**config.mk**
```make
export PLATFORM = sky130hd
export DESIGN_NAME = fifo_word_unpacker
export DESIGN_NICKNAME = d
export VERILOG_FILES = /design/src/rtl/unpack_pkg.sv /design/src/rtl/unpack_desc_decode.sv /design/src/rtl/unpack_chunk_extract.sv /design/src/rtl/unpack_seq_fsm.sv /design/src/rtl/fifo_word_unpacker.sv
export SDC_FILE = /design/constraint.sdc
export NUM_CORES = 1
export LEC_CHECK = 0
export BUFFER_PORTS_ARGS = -buffer_cell sky130_fd_sc_hd__buf_4
export CELL_PAD_IN_SITES_DETAIL_PLACEMENT = 1
export CELL_PAD_IN_SITES_GLOBAL_PLACEMENT = 1
export CORE_ASPECT_RATIO = 0.75
export CORE_UTILIZATION = 45
export CTS_CLUSTER_SIZE = 16
export DETAILED_ROUTE_END_ITERATION = 10
export GPL_TIMING_DRIVEN = 0
export PLACE_DENSITY = 0.84
export SLEW_MARGIN = 20
export SYNTH_ARGS = -nofsm -noshare
export SYNTH_HDL_FRONTEND = slang
export SYNTH_SLANG_ARGS = --single-unit
```
**constraint.sdc**
```tcl
create_clock -name clk -period 7.8 [get_ports clk]
set_clock_uncertainty 0.15 [all_clocks]
set_input_delay 0.39 -clock clk [delete_from_list [all_inputs] [get_ports clk]]
set_output_delay 0.39 -clock clk [all_outputs]
set_load 0.03 [all_outputs]
```
**src/rtl/unpack_pkg.sv**
```systemverilog
package unpack_pkg;

    localparam int UP_WORD_W   = 32;
    localparam int UP_CHUNK_W  = 8;
    localparam int UP_NUM_VEC  = 4;
    localparam int UP_VEC_W    = 10;
    localparam int UP_PER_REG  = 2;
    localparam int UP_POS_W    = $clog2(UP_WORD_W);
    localparam int UP_LEN_W    = $clog2(UP_CHUNK_W);
    localparam int UP_NBITS_W  = UP_LEN_W + 1;

    typedef struct packed {
        logic [UP_POS_W-1:0] start;
        logic                msb_first;
        logic [UP_LEN_W-1:0] len_m1;
        logic                stop;
    } slice_desc_t;

    typedef enum logic [0:0] {
        ST_IDLE = 1'b0,
        ST_EMIT = 1'b1
    } unpack_state_e;

endpackage

```
**src/rtl/unpack_desc_decode.sv**
```systemverilog
module unpack_desc_decode
    import unpack_pkg::*;
#(
    parameter int NUM_VEC = UP_NUM_VEC,
    parameter int VEC_W   = UP_VEC_W,
    parameter int POS_W   = UP_POS_W,
    parameter int LEN_W   = UP_LEN_W
) (
    input  logic [NUM_VEC*VEC_W-1:0] raw_vecs,
    output slice_desc_t              desc [NUM_VEC],
    output logic [NUM_VEC-1:0]       ends_word
);

    // Descriptor field positions: stop at 0, length above it,
    // direction above length, start index in the top bits.
    localparam int DIR_BIT = LEN_W + 1;

    for (genvar v = 0; v < NUM_VEC; v++) begin : g_vec
        logic [VEC_W-1:0] raw;
        assign raw = raw_vecs[v*VEC_W +: VEC_W];

        always_comb begin
            desc[v].start     = raw[VEC_W-1 -: POS_W];
            desc[v].msb_first = raw[DIR_BIT];
            desc[v].len_m1    = raw[LEN_W:1];
            desc[v].stop      = raw[0];
        end

        // The final slot closes the word even without its flag.
        if (v == NUM_VEC - 1) begin : g_tail
            assign ends_word[v] = 1'b1;
        end else begin : g_body
            assign ends_word[v] = raw[0];
        end
    end

endmodule

```
**src/rtl/unpack_chunk_extract.sv**
```systemverilog
module unpack_chunk_extract
    import unpack_pkg::*;
#(
    parameter int WORD_W  = UP_WORD_W,
    parameter int CHUNK_W = UP_CHUNK_W,
    parameter int POS_W   = UP_POS_W,
    parameter int LEN_W   = UP_LEN_W,
    localparam int NB_W   = LEN_W + 1
) (
    input  logic [WORD_W-1:0]  word,
    input  slice_desc_t        desc,
    output logic [CHUNK_W-1:0] chunk,
    output logic [NB_W-1:0]    nbits
);

    int base_pos;
    int bit_pos;

    always_comb begin
        // MSB-first walks downward from start, so the chunk's lowest
        // bit sits len positions below it.
        if (desc.msb_first) begin
            base_pos = int'(desc.start) - int'(desc.len_m1);
        end else begin
            base_pos = int'(desc.start);
        end
        bit_pos = 0;
        chunk   = '0;
        for (int i = 0; i < CHUNK_W; i++) begin
            bit_pos = base_pos + i;
            if ((i <= int'(desc.len_m1)) && (bit_pos >= 0) && (bit_pos < WORD_W)) begin
                chunk[i] = word[bit_pos[POS_W-1:0]];
            end
        end
    end

    assign nbits = {1'b0, desc.len_m1} + NB_W'(1);

endmodule

```
**src/rtl/unpack_seq_fsm.sv**
```systemverilog
module unpack_seq_fsm
    import unpack_pkg::*;
#(
    parameter int NUM_VEC   = UP_NUM_VEC,
    localparam int VIDX_W   = (NUM_VEC > 1) ? $clog2(NUM_VEC) : 1
) (
    input  logic              clk,
    input  logic              rst_n,
    input  logic              in_valid,
    input  logic              out_ready,
    input  logic              cur_ends,
    output logic              in_ready,
    output logic              out_valid,
    output logic              load_word,
    output logic [VIDX_W-1:0] vec_idx
);

    unpack_state_e     state_q, state_d;
    logic [VIDX_W-1:0] idx_q, idx_d;

    // Next-state selection
    always_comb begin
        state_d = state_q;
        idx_d   = idx_q;
        unique case (state_q)
            ST_IDLE: begin
                if (in_valid) begin          // ACCEPT
                    state_d = ST_EMIT;
                    idx_d   = '0;
                end
            end
            ST_EMIT: begin
                if (out_ready) begin
                    if (cur_ends) begin      // RETIRE
                        state_d = ST_IDLE;
                        idx_d   = '0;
                    end else begin           // ADVANCE
                        idx_d   = idx_q + VIDX_W'(1);
                    end
                end                          // else HOLD
            end
            default: begin
                state_d = ST_IDLE;
                idx_d   = '0;
            end
        endcase
    end

    // State register
    always_ff @(posedge clk or negedge rst_n) begin
        if (!rst_n) begin
            state_q <= ST_IDLE;
            idx_q   <= '0;
        end else begin
            state_q <= state_d;
            idx_q   <= idx_d;
        end
    end

    // Outputs
    always_comb begin
        in_ready  = 1'b0;
        out_valid = 1'b0;
        load_word = 1'b0;
        unique case (state_q)
            ST_IDLE: begin
                in_ready  = 1'b1;
                load_word = in_valid;
            end
            ST_EMIT: begin
                out_valid = 1'b1;
            end
            default: begin
                in_ready  = 1'b0;
            end
        endcase
    end

    assign vec_idx = idx_q;

endmodule

```
**src/rtl/fifo_word_unpacker.sv**
```systemverilog
module fifo_word_unpacker
    import unpack_pkg::*;
#(
    parameter int WORD_W    = UP_WORD_W,
    parameter int CHUNK_W   = UP_CHUNK_W,
    parameter int NUM_VEC   = UP_NUM_VEC,
    parameter int VEC_W     = UP_VEC_W,
    parameter int PER_REG   = UP_PER_REG,
    localparam int NB_W     = UP_NBITS_W,
    localparam int VIDX_W   = (NUM_VEC > 1) ? $clog2(NUM_VEC) : 1,
    localparam int USED_W   = PER_REG * VEC_W,
    localparam int RAW_W    = NUM_VEC * VEC_W
) (
    input  logic               clk,
    input  logic               rst_n,
    input  logic [WORD_W-1:0]  cfg_lo,
    input  logic [WORD_W-1:0]  cfg_hi,
    input  logic               in_valid,
    input  logic [WORD_W-1:0]  in_data,
    output logic               in_ready,
    output logic               out_valid,
    output logic [CHUNK_W-1:0] out_data,
    output logic [NB_W-1:0]    out_nbits,
    output logic               out_last,
    input  logic               out_ready
);

    logic [2*WORD_W-1:0]           cfg_all;
    logic [RAW_W-1:0]              raw_now;
    logic [RAW_W-1:0]              raw_q;
    logic [WORD_W-1:0]             word_q;
    logic [2*(WORD_W-USED_W)-1:0]  cfg_unused;
    slice_desc_t                   desc [NUM_VEC];
    logic [NUM_VEC-1:0]            ends_word;
    slice_desc_t                   cur_desc;
    logic                          cur_ends;
    logic                          load_word;
    logic [VIDX_W-1:0]             vec_idx;

    assign cfg_all    = {cfg_hi, cfg_lo};
    assign cfg_unused = {cfg_hi[WORD_W-1:USED_W], cfg_lo[WORD_W-1:USED_W]};

    // Gather the descriptor slices out of the configuration registers.
    for (genvar v = 0; v < NUM_VEC; v++) begin : g_gather
        localparam int REG_SEL = v / PER_REG;
        localparam int SLOT    = v % PER_REG;
        assign raw_now[v*VEC_W +: VEC_W] = cfg_all[REG_SEL*WORD_W + SLOT*VEC_W +: VEC_W];
    end

    // Word and descriptor snapshot taken on ACCEPT.
    always_ff @(posedge clk or negedge rst_n) begin
        if (!rst_n) begin
            word_q <= '0;
            raw_q  <= '0;
        end else if (load_word) begin
            word_q <= in_data;
            raw_q  <= raw_now;
        end
    end

    unpack_desc_decode #(
        .NUM_VEC (NUM_VEC),
        .VEC_W   (VEC_W),
        .POS_W   (UP_POS_W),
        .LEN_W   (UP_LEN_W)
    ) i_decode (
        .raw_vecs  (raw_q),
        .desc      (desc),
        .ends_word (ends_word)
    );

    assign cur_desc = desc[vec_idx];
    assign cur_ends = ends_word[vec_idx];

    unpack_chunk_extract #(
        .WORD_W  (WORD_W),
        .CHUNK_W (CHUNK_W),
        .POS_W   (UP_POS_W),
        .LEN_W   (UP_LEN_W)
    ) i_extract (
        .word  (word_q),
        .desc  (cur_desc),
        .chunk (out_data),
        .nbits (out_nbits)
    );

    unpack_seq_fsm #(
        .NUM_VEC (NUM_VEC)
    ) i_fsm (
        .clk       (clk),
        .rst_n     (rst_n),
        .in_valid  (in_valid),
        .out_ready (out_ready),
        .cur_ends  (cur_ends),
        .in_ready  (in_ready),
        .out_valid (out_valid),
        .load_word (load_word),
        .vec_idx   (vec_idx)
    );

    assign out_last = cur_ends;

endmodule

```
; Yosys cells after proc, flatten, opt, wreduce, memory -nomap -nowiden
; Cells that the tools add are included.
[classes]
reduce_logical = 16
eq_ne = 2
order_cmp = 33
addsub = 10
n_shift = 0
muxes = 41
div_mod_pow = 0
n_mul = 0
bitwise_logic = 2
[op_table]
columns = operator, n
row1 = $ge 32x1->1 const B, 8
row2 = $lt 32x7->1 const B, 8
row3 = $add 32x4->32 const B, 4
row4 = $add 32x3->32 const B, 2
row5 = $lt 5x6->1 const B, 8
row6 = $bmux 1 s5, 8
row7 = $add 32x2->32 const B, 1
row8 = $mux 32, 1
row9 = $mux 1, 23
row10 = $bmux 10 s2, 1
row11 = $mux 10, 2
row12 = $logic_and 1x1->1, 15
row13 = $le 3x3->1 const A, 4
row14 = $le 2x3->1 const A, 2
row15 = $mux 2, 3
row16 = $sub 5x3->6, 1
row17 = $add 3x1->4 const B, 1
row18 = $ne 2x2->1 const B, 2
row19 = $pmux 2 s2, 1
row20 = $ge 3x3->1 const B, 1
row21 = $le 1x3->1 const A, 1
row22 = $lt 2x3->1 const B, 1
row23 = $not 2->3, 1
row24 = $add 2x1->2 const B, 1
row25 = 4 further kinds, 4
[word_totals]
n_memories = 0
romBits = 0
input_bits = 100
ramBits = 0
latchBits = 0
regBits = 75
elab_cells = 108

; Depth between registers and ports, before layout
; Gate-level depths: netlist of run 1.
[depth]
word_depth = 11
ltp_mapped = 22

; Cells and area by module
; Synthesis of run 1 repeated with hierarchy kept, for this count alone.
[hier_totals]
cells_unflattened = 609
area_unflattened_um2 = 6845.3
[modules_own_cells]
columns = mod, seq_area_each_um2, n_inst, area_per_inst_um2, cells_each
row1 = unpack_chunk_extract, 0.0, 1, 3408.3, 382
row2 = fifo_word_unpacker, 1801.7, 1, 2951.6, 165
row3 = unpack_desc_decode, 0.0, 1, 334.1, 45
row4 = unpack_seq_fsm, 75.1, 1, 151.4, 17

; Least setup slack after synthesis of run 1
; No wires, ideal clock.
[synth_timing]
path_type = reg-to-output
from = register i_fsm.idx_q[1] (netlist: i_fsm.vec_idx[1])
to = output out_data[1]
slack_ns = 0.477
arrival_time_ns = 6.783
stages_incl_launch_ff = 17
n_path_buf = 4
cell_sequence = dfrtp_1 > buf_2 > buf_1 > mux2_2 > o21ai_1 > ha_1 > o21ai_0 > nand3_4 > nor3_1 > clkbuf_1 > ha_1 > clkbuf_1 > nand2_1 > ha_1 > nor4bb_1 > nand3_1 > a2111oi_0
[synth_between]
elab_chain_cells = 11
[synth_rtl]
columns = item, line_no
row1 = from (decl), unpack_seq_fsm.sv:19  ; logic [VIDX_W-1:0] idx_q, idx_d;
row2 = from (signal assigned), unpack_seq_fsm.sv:56  ; idx_q <= idx_d;
row3 = $not 2->3 (implied by the code) *, fifo_word_unpacker.sv:72  ; assign cur_desc = desc[vec_idx];
row4 = $bmux 10 s2 *, fifo_word_unpacker.sv:72
row5 = $mux 10 (implied by the code) * (2 in a row), fifo_word_unpacker.sv:72
row6 = $sub 5x3->6, unpack_chunk_extract.sv:23  ; base_pos = int'(desc.start) - int'(desc.len_m1);
row7 = $mux 32, unpack_chunk_extract.sv:22  ; if (desc.msb_first) begin
row8 = $add 32x2->32, unpack_chunk_extract.sv:30  ; bit_pos = base_pos + i;
row9 = $ge 32x1->1, unpack_chunk_extract.sv:31  ; if ((i <= int'(desc.len_m1)) && (bit_pos >= 0) && (bit_pos < WORD_W)) begin
row10 = $logic_and 1x1->1 (2 in a row), unpack_chunk_extract.sv:31
row11 = $mux 1 *, unpack_chunk_extract.sv:31
row12 = to (decl), fifo_word_unpacker.sv:22  ; output logic [CHUNK_W-1:0] out_data,
; Mark *: on every way between the ends. The rest lies on a longest branch, timed or not. The select of a mux whose other input is x is not followed.

; Worst setup path after layout of run 1
[layout_timing]
from = register i_fsm.idx_q[1] (netlist: i_fsm.vec_idx[1])
to = output out_data[6]
[layout_between]
elab_chain_cells = 11
[layout_rtl]
columns = item, line_no
row1 = $not 2->3 (implied by the code) *, fifo_word_unpacker.sv:72
row2 = $bmux 10 s2 *, fifo_word_unpacker.sv:72
row3 = $mux 10 (implied by the code) * (2 in a row), fifo_word_unpacker.sv:72
row4 = $sub 5x3->6, unpack_chunk_extract.sv:23
row5 = $mux 32, unpack_chunk_extract.sv:22
row6 = $add 32x4->32, unpack_chunk_extract.sv:30
row7 = $ge 32x1->1, unpack_chunk_extract.sv:31
row8 = $logic_and 1x1->1 (2 in a row), unpack_chunk_extract.sv:31
row9 = $mux 1 *, unpack_chunk_extract.sv:31
; Marks and branches as above.

==> results.sh, run 1 <==
export IMPL_outcome="complete, but fails checks"
export IMPL_violations="design-rule violations"
export IMPL_grt_pass1_vias=5729
export IMPL_clk_latency_ns=0.34
export IMPL_slew_violations=0
export IMPL_start_util_pct=47.2
export IMPL_cts_sinks=74
export IMPL_ys_flop_type="dfrtp_1"
export IMPL_fin_cells=849
export IMPL_cts_setup_buffers=0
export IMPL_grt_first_pass_wirelength_um=32300
export IMPL_overflow=0
export IMPL_drcViolationCount=2
export IMPL_cts_tree="built"
export IMPL_gp_congestion=0.893
export IMPL_cts_buffers=9
export IMPL_max_cap_violations=0
export IMPL_ys_seq_area_share_pct=29.5
export IMPL_fin_crit_sh_pct=94.1
export IMPL_busiest_layer="met2"
export IMPL_grt_max_degree=75
export IMPL_die_width_um=138
export IMPL_syn_area_per_cell_um2=11.0
export IMPL_grtUsageMet3_pct=5.80
export IMPL_clockBufferDepth=2
export IMPL_fp_dieH_um=104
export IMPL_met1_usage_pct=37.5
export IMPL_critPathKind="flop to output pin"
export IMPL_syn_cell_area_mm2=0.00627
export IMPL_routedWlPerCell_um=23.4
export IMPL_fin_util_pct=56.9
export IMPL_ant_nets=0
export IMPL_synthArstFlopShare_pct=100
export IMPL_gr_usage_met2_pct=48.9
export IMPL_critPathCaptureType="output pin"
export IMPL_cts_root_buf="clkbuf_16"
export IMPL_n_antenna_cell=0
export IMPL_timing_setup_tns_ns=0
export IMPL_portBuffers=89
export IMPL_worst_pin_slew_ns=0.944
export IMPL_num_vias=5183
export IMPL_core_area_mm2=0.0133
export IMPL_synthToLayoutAreaGrowth_pct=20.5
export IMPL_hold_violations=0
export IMPL_holdCritPathClass="input port to asynchronous set/reset pin"
export IMPL_htreeDepth=3
export IMPL_synth_seq_cells=74
export IMPL_relSlewSlack_pct=37.1
export IMPL_setup_viol=0
export IMPL_rsz0062_at_grt="false"
export IMPL_vias_per_cell=6.10
export IMPL_clkTransAtPathRegs_ns=0.06
export IMPL_cp_start_kind="flop"
export IMPL_cp_max_fo=11
export IMPL_cp_arrival_ns=6.80
export IMPL_layout_nets=841
export IMPL_required_ns=7.26
export IMPL_max_freq_mhz=136
export IMPL_antenna_found_initial=0
export IMPL_dr_first_iter_drc_count=224
export IMPL_wirelength_um=19900
export IMPL_drtPass1Iterations=7
export IMPL_pin_count=115
export IMPL_synth_edff_count=0
export IMPL_synth_cell_types=65
export IMPL_layout_min_cycle_time_ns=7.34
export IMPL_dpl_cell_count=833
export IMPL_ys_warn_count=0
export IMPL_dp_hpwl_um=15000
export IMPL_dieArea_mm2=0.0144
export IMPL_synthCells=572
export IMPL_grtUsageTotal_pct=29.0
export IMPL_drive_gt1_share_pct=32.3
export IMPL_synth_nets=740
export IMPL_rows=36
synth_stat cells, types with 3 or more instances:
cell type	number	share of area (%)
dfrtp_1	74	30
mux2_2	74	13
ha_1	67	13
mux2i_1	59	9.4
nand2_1	47	2.8
inv_1	22	1.3
mux4_2	18	6.5
nand3_1	17	1.4
nor2_1	16	0.96
nor3_1	15	1.2
clkbuf_1	14	0.84
nand2b_1	12	1.2
buf_1	9	0.54
a21oi_1	8	0.64
o21ai_0	8	0.64
xnor2_1	8	1.1
a31oi_1	6	0.60
a211oi_1	5	0.60
nor4b_1	5	0.70
nor4bb_1	5	0.80
a22oi_1	4	0.48
nor2b_1	4	0.40
o211ai_1	4	0.48
o31ai_1	4	0.48
a21o_1	3	0.36
and2_1	3	0.30
mux4_1	3	1.3
nand4_1	3	0.30
nand4b_1	3	0.42
nor3b_1	3	0.36
xor2_1	3	0.42
through the flow:
stage / setup WS (ns) / area (um2) / hold WS (ns)
global route: 0.00890 / 7560 / 0.124
finish: 0.458 / 7560 / 0.0297
CTS: 0.239 / 7550 / 0.0772
detailed placement: 0.310 / 7180 / 0.340
floorplan: 0.477 / 6270 / -0.0556
global placement: 0.0972 / 7160 / 0.334
timing repair:
| item | CTS | global route |
|---|---|---|
| hold buffers | 0 | 0 |
| gates resized for setup | 1 | 4 |
| endpoints found under the setup margin | 1 | 5 |
critical path: stages (launching register included):
cell	delay, ns
dfrtp_1	0.31
buf_2	0.21
clkbuf_2	0.32
mux2_2	0.38
o21ai_2	0.50
ha_1	0.39
o21ai_1	0.25
nand3_4	0.16
xnor2_4	0.45
ha_1	0.27
clkbuf_1	0.42
and2_1	0.20
clkbuf_1	0.36
ha_1	0.23
clkbuf_1	0.39
a31oi_1	0.12
ha_1	0.33
nor4b_1	0.34
nand4_1	0.18
nor3_1	0.18
nand2_1	0.13
a21oi_1	0.15
buf_4	0.18
layer usage:
| layer | wire, um | up-vias | part of all wire, % |
|---|---|---|---|
| met5 | 0 | - | 0 |
| met4 | 376 | 0 | 1.9 |
| met3 | 1130 | 32 | 5.7 |
| met2 | 9560 | 177 | 48 |
| met1 | 8790 | 2647 | 44 |
| li1 | - | 2327 | - |
state kept, by name, summed over array words and instances, names as in the netlist:
register	count
i_fsm.state_q	1
word_q	32
i_fsm.vec_idx	2
raw_q	39
layout by cell type, fill, tap and decap left out, drive strengths merged, types with 3 or more instances in the layout:
cell | synthesis | routed
nand2b | 12 | 12
mux2 | 74 | 74
nor4b | 5 | 5
and2 | 4 | 4
a21o | 3 | 3
nor3 | 15 | 15
a31oi | 6 | 6
xnor2 | 11 | 11
nand3 | 18 | 18
nor2b | 4 | 4
ha | 67 | 67
nand4b | 3 | 3
xor2 | 3 | 3
dfrtp | 74 | 74
nor2 | 17 | 17
mux2i | 60 | 60
clkbuf | 14 | 24
a21oi | 8 | 8
a211oi | 6 | 6
inv | 23 | 25
nor3b | 3 | 3
nand4 | 3 | 3
nor4 | 3 | 3
a22oi | 4 | 4
o211ai | 4 | 4
nor4bb | 5 | 5
nand2 | 47 | 47
bufinv | 0 | 4
mux4 | 21 | 21
buf | 15 | 104
o31ai | 4 | 4
o21ai | 9 | 9
logic make-up (layout without fill, tap and decap cells):
family / after synthesis / after routing / share of synthesized area (%)
xor gates and xnor gates: 15 / 15 / 2.85
DFF: 74 / 74 / 29.5
buffers and inverters: 53 / 159 / 3.57
muxes: 155 / 155 / 30.8
AOI/OAI and AO/OA: 64 / 64 / 7.40
adders and majority gates: 68 / 68 / 13.7
and+or+nand+nor: 143 / 143 / 12.2
layout make-up:
| cell class | instances | area (um2) |
|---|---|---|
| Buffer | 29 | 138 |
| Clock buffer | 9 | 225 |
| Clock inverter | 7 | 149 |
| Fill cell | 1439 | 5730 |
| Inverter | 24 | 90.1 |
| Multi-Input combinational cell | 445 | 4200 |
| Sequential cell | 74 | 1850 |
| Tap cell | 171 | 214 |
| Timing Repair Buffer | 90 | 688 |
path summary, 6_finish.rpt:
kind / endpoint / depth (start not counted) / slack (ns) / from
min in group clk: raw_q[19] / 2 / 0.12 / cfg_lo[19]
worst min-delay path: raw_q[10] / 1 / 0.03 / rst_n
worst max register to register: raw_q[17] / 4 / 5.60 / i_fsm.state_q
max in group asynchronous: raw_q[7] / 1 / 6.85 / rst_n
worst max-delay path: out_data[6] / 22 / 0.46 / i_fsm.vec_idx[1]
worst min register to register: raw_q[0] / 1 / 0.35 / raw_q[0]
Power of run 1 is not shown: default switching activity piles up to over one toggle a cycle in this logic, so the estimate is an artifact.
==> run 2, diff against run 1 <==
==> constraint.sdc (replaced) <==
create_clock -name clk -period 7.8 [get_ports clk]
set_clock_uncertainty 0.15 [all_clocks]
set_input_delay 0.78 -clock clk [delete_from_list [all_inputs] [get_ports clk]]
set_output_delay 0.78 -clock clk [all_outputs]
set_load 0.03 [all_outputs]
==> run 2 against run 1 <==
Routed wire length increased by 0.60%. The run still ends with design-rule violations left. Maximum frequency down 1.1%. First-iteration DRC count grew 15%. Critical path depth fell by 1. Global-route usage is essentially flat. Cell area rose by 0.13%. Clock-buffer cell count did not move. Die area unchanged. Setup slack worse by 0.085 ns. Non-clock buffer count is 1 lower. Cell count fell by 0.12%. Sequential share of layout area about the same.
==> results.sh, run 2 (synthesis results as in run 1) <==
export IMPL_grt_max_degree=75
export IMPL_relSlewSlack_pct=37.5
export IMPL_core_area_mm2=0.0133
export IMPL_ant_nets=0
export IMPL_pin_count=115
export IMPL_clkTransAtPathRegs_ns=0.06
export IMPL_portBuffers=89
export IMPL_routedWlPerCell_um=23.6
export IMPL_dp_hpwl_um=15000
export IMPL_clockBufferDepth=2
export IMPL_drive_gt1_share_pct=32.6
export IMPL_grtUsageTotal_pct=29.0
export IMPL_worst_pin_slew_ns=0.938
export IMPL_dieArea_mm2=0.0144
export IMPL_num_vias=5205
export IMPL_start_util_pct=47.2
export IMPL_dp_slack_ns=-0.0800
export IMPL_synthToLayoutAreaGrowth_pct=20.6
export IMPL_htreeDepth=3
export IMPL_holdWs_ns=0.350
export IMPL_antenna_found_initial=0
export IMPL_holdCritPathClass="flop to flop"
export IMPL_cp_arrival_ns=6.50
export IMPL_setup_viol=0
export IMPL_fill_cells=1429
export IMPL_wirelength_um=20000
export IMPL_fin_ws_ns=0.373
export IMPL_die_width_um=138
export IMPL_cpMaxStageDelayCell="mux4_2"
export IMPL_largest_reg_flops=39
export IMPL_critPathKind="flop to output pin"
export IMPL_max_cap_violations=0
export IMPL_fp_dieH_um=104
export IMPL_clk_latency_ns=0.34
export IMPL_slew_violations=0
export IMPL_critPathCaptureType="output pin"
export IMPL_r2r_start="i_fsm.state_q"
export IMPL_final_cell_mix="buf_4 (91), mux2_2 (74), dfrtp_1 (74), ha_1 (67), mux2i_1 (58)"
export IMPL_cpMostUsedCell="ha_1"
export IMPL_fin_crit_sh_pct=95.2
export IMPL_regMostFlops="raw_q"
export IMPL_timing_setup_tns_ns=0
export IMPL_required_ns=6.87
export IMPL_cts_setup_buffers=0
export IMPL_layout_nets=840
export IMPL_layout_min_cycle_time_ns=7.43
export IMPL_vias_per_cell=6.14
export IMPL_dr_first_iter_drc_count=258
export IMPL_cp_start_kind="flop"
export IMPL_cts_root_buf="clkbuf_16"
export IMPL_overflow=0
export IMPL_cts_tree="built"
export IMPL_min_from="raw_q[0]"
export IMPL_cts_sinks=74
export IMPL_grt_first_pass_wirelength_um=32300
export IMPL_max_freq_mhz=135
export IMPL_cp_max_fo=11
export IMPL_violations="design-rule violations"
export IMPL_gp_congestion=0.893
export IMPL_drcViolationCount=2
export IMPL_grt_pass1_vias=5730
export IMPL_rows=36
export IMPL_final_common_cell="buf_4"
export IMPL_n_antenna_cell=0
export IMPL_hold_violations=0
export IMPL_crit_path_cell_trace="buf_4, mux4_2, inv_1, ha_1, nor2b_1, o21ai_1, nand3_4, xnor2_4, ha_1, clkbuf_2, and2_1, clkbuf_1, ha_1, a31oi_1, ha_1, nor4b_1, nand4_1, nor3_1, nand2_1, a21oi_1, buf_4"
export IMPL_startpoint="i_fsm.vec_idx[0]"
export IMPL_cts_buffers=9
export IMPL_drtPass1Iterations=8
export IMPL_outcome="complete, but fails checks"
export IMPL_max_stage_delay_ns=0.67
==> run 2: cell count changes in the layout (fill, tap and decap cells not counted), sizes merged <==
cell    before  now
buf        104  105
clkbuf      24   22
==> run 2: final timing paths <==
path                            slack, ns  depth (start not counted)          end
min in group asynchronous            0.43                          1    raw_q[10]
worst max register to register       5.63                          4     raw_q[5]
worst min register to register       0.35                          1     raw_q[0]
max in group asynchronous            6.46                          1    raw_q[29]
worst min-delay path                 0.35                          1     raw_q[0]
worst max-delay path                 0.37                         21  out_data[6]
==> run 2: layout make-up <==
cell class,instances,area [um2],area share (%)
tap,171,214,2.83
sequential,74,1850,24.5
clock inverter,7,149,1.97
timing repair buffer,90,688,9.09
inverter,24,90.1,1.19
multi-input combinational,445,4210,55.7
buffer,28,135,1.79
clock buffer,9,225,2.98
==> run 2: metal layers <==
| metal | share of wire (%) | up-vias | global-route usage (%) |
|---|---|---|---|
| li1 | - | 2328 | - |
| met1 | 44 | 2659 | 37.5 |
| met2 | 48 | 177 | 48.8 |
| met3 | 5.7 | 41 | 5.80 |
| met4 | 2.3 | 0 | 9.15 |
| met5 | 0 | - | 0 |
==> run 2: worst max-delay path: cells and delay by family (launching register included) <==
kind | cells | cell delay, ns
adder cells (fa/ha/maj) | 4 | 1.35
flip-flops | 1 | 0.50
XOR/XNOR | 1 | 0.43
AND/OR/NAND/NOR | 7 | 1.27
AO/OA/AOI/OAI | 3 | 0.60
multiplexers | 1 | 0.67
buffers and inverters | 5 | 1.30
==> run 2: stage by stage <==
step / std cells / util [%] / cell area (um2)
6_report: 848 / 56.9 / 7570
5_1_grt: 848 / 56.9 / 7570
4_1_cts: 849 / 56.9 / 7560
3_5_place_dp: 833 / 54.0 / 7180
3_3_place_gp: 832 / 53.9 / 7160
2_1_floorplan: 572 / - / 6270
==> run 2: what timing repair did <==
action                                  CTS  global route
endpoints found under the setup margin    7             5
resized for setup                         3             6
hold buffers                              0             0
pin swaps                                 0             1
Power of run 2 is left out for the same reason.
==> run 3, diff against run 2 <==
- CORE_ASPECT_RATIO: 0.75 -> 0.8
- CORE_UTILIZATION: 45 -> 48
- PLACE_DENSITY: 0.84 -> 0.89
- clock period: 7.8 -> 8.95 ns (I/O delays scaled with it)
==> run 3 against run 2 <==
Global-route usage increased by 3.0 points. Largest cell class unchanged. Critical path type unchanged. The run now ends clean. Via count rose by 0.56%. Critical path depth decreased by 1.
==> results.sh, run 3 (synthesis results as in run 1) <==
export IMPL_dieArea_mm2=0.0135
export IMPL_cts_tree="built"
export IMPL_hold_violations=0
export IMPL_cts_setup_buffers=0
export IMPL_core_area_mm2=0.0125
export IMPL_fill_cells=1317
export IMPL_start_util_pct=50.3
export IMPL_drive_gt1_share_pct=31.9
export IMPL_final_common_cell="buf_4"
export IMPL_clk_latency_ns=0.35
export IMPL_rsz0062_at_grt="false"
export IMPL_slew_violations=0
export IMPL_r2r_start="i_fsm.state_q"
export IMPL_startpoint="i_fsm.vec_idx[1]"
export IMPL_cp_start_kind="flop"
export IMPL_vias_per_cell=6.16
export IMPL_largest_reg_flops=39
export IMPL_reg2reg_depth=4
export IMPL_cts_buffers=9
export IMPL_grt_first_pass_wirelength_um=32400
export IMPL_clkTransAtPathRegs_ns=0.06
export IMPL_multi_input_area_mm2=0.00420
export IMPL_design_area_mm2=0.00750
export IMPL_max_freq_mhz=121
export IMPL_layout_min_cycle_time_ns=8.27
export IMPL_regMostFlops="raw_q"
export IMPL_critPathCaptureType="output pin"
export IMPL_gp_congestion=0.928
export IMPL_cp_arrival_ns=7.22
export IMPL_dp_hpwl_um=15600
export IMPL_fp_dieH_um=104
export IMPL_fin_ws_ns=0.684
export IMPL_ant_nets=0
export IMPL_grt_max_degree=75
export IMPL_grt_pass1_vias=5725
export IMPL_drtPass1Iterations=5
export IMPL_rows=36
export IMPL_layout_nets=841
export IMPL_crit_reg2reg_capture="raw_q[15]"
export IMPL_cp_max_fo=11
export IMPL_relSlewSlack_pct=30.2
export IMPL_setup_viol=0
export IMPL_placed_cell_area_mm2=0.00718
export IMPL_num_vias=5234
export IMPL_ctsHoldBuffers=0
export IMPL_clockBufferDepth=2
export IMPL_pin_count=115
export IMPL_cts_root_buf="clkbuf_16"
export IMPL_worst_pin_slew_ns=1.04
export IMPL_die_width_um=130
export IMPL_critPathKind="flop to output pin"
export IMPL_portBuffers=89
export IMPL_holdCritPathClass="flop to flop"
export IMPL_timing_setup_tns_ns=0
export IMPL_antenna_found_initial=0
export IMPL_wirelength_um=20400
export IMPL_outcome="completed"
export IMPL_htreeDepth=3
export IMPL_overflow=0
export IMPL_fin_util_pct=60.1
export IMPL_cts_resized=0
export IMPL_holdPathStages=1
export IMPL_fin_crit_sh_pct=92.4
export IMPL_final_cell_mix="buf_4 (91), mux2_2 (74), dfrtp_1 (74), ha_1 (67), mux2i_1 (59)"
export IMPL_required_ns=7.91
export IMPL_dr_first_iter_drc_count=282
export IMPL_seq_area_mm2=0.00185
export IMPL_ff2ff_setup_slack_ns=6.54
export IMPL_cts_sinks=74
export IMPL_routedWlPerCell_um=24.0
export IMPL_synthToLayoutAreaGrowth_pct=19.5
export IMPL_dp_slack_ns=1.12
export IMPL_max_cap_violations=0
export IMPL_crit_end="out_data[1]"
export IMPL_grtUsageTotal_pct=32.0
export IMPL_drcViolationCount=0
export IMPL_n_antenna_cell=0
[run 3: how the worst min path moves through the flow]
stage | slack [ns] | to | start
after floorplan | 0.30 | i_fsm.vec_idx[1] | raw_q[10]
after global placement | 0.33 | raw_q[25] | raw_q[25]
after detailed placement | 0.34 | raw_q[27] | raw_q[27]
after CTS | 0.36 | raw_q[5] | raw_q[5]
after global routing | 0.38 | raw_q[29] | raw_q[29]
final | 0.36 | raw_q[19] | raw_q[19]
[run 3: per-layer routing]
| layer | routed length [um] | global-route usage, % | vias to the layer above |
|---|---|---|---|
| li1 | - | - | 2338 |
| met1 | 8840 | 41.0 | 2676 |
| met4 | 489 | 9.30 | 0 |
| met5 | 0 | 0 | - |
| met2 | 10100 | 54.2 | 179 |
| met3 | 963 | 6.53 | 41 |
[run 3: cell type report]
type / count / area share (%)
repair buffers: 90 / 9.28
plain buffers: 29 / 1.80
inverters: 24 / 1.20
clock inverters: 6 / 0.968
clock buffers: 10 / 3.19
well taps: 171 / 2.85
flip-flops and latches: 74 / 24.7
multi-input cells: 445 / 56.0
[run 3: metrics by stage]
step / std cells / hold WS, ns
global placement: 832 / 0.334
global route: 849 / 0.381
CTS: 849 / 0.362
floorplan: 572 / 0.303
detailed placement: 833 / 0.343
finish: 849 / 0.364
[run 3: critical path: stages, from the launching register on]
cell and delay (ns):
dfrtp_1 0.35, buf_2 0.20, buf_1 0.48, mux2_2 0.41
o21ai_1 0.80, ha_1 0.42, o21ai_0 0.24, nand3_4 0.18
xnor2_4 0.46, ha_1 0.26, clkbuf_1 0.39, and2_1 0.20
clkbuf_1 0.37, ha_1 0.24, clkbuf_1 0.38, nand2_1 0.13
ha_1 0.31, nor4bb_1 0.23, nand3_1 0.12, a2111oi_0 0.43
buf_4 0.25
Power of run 3 is left out for the same reason.
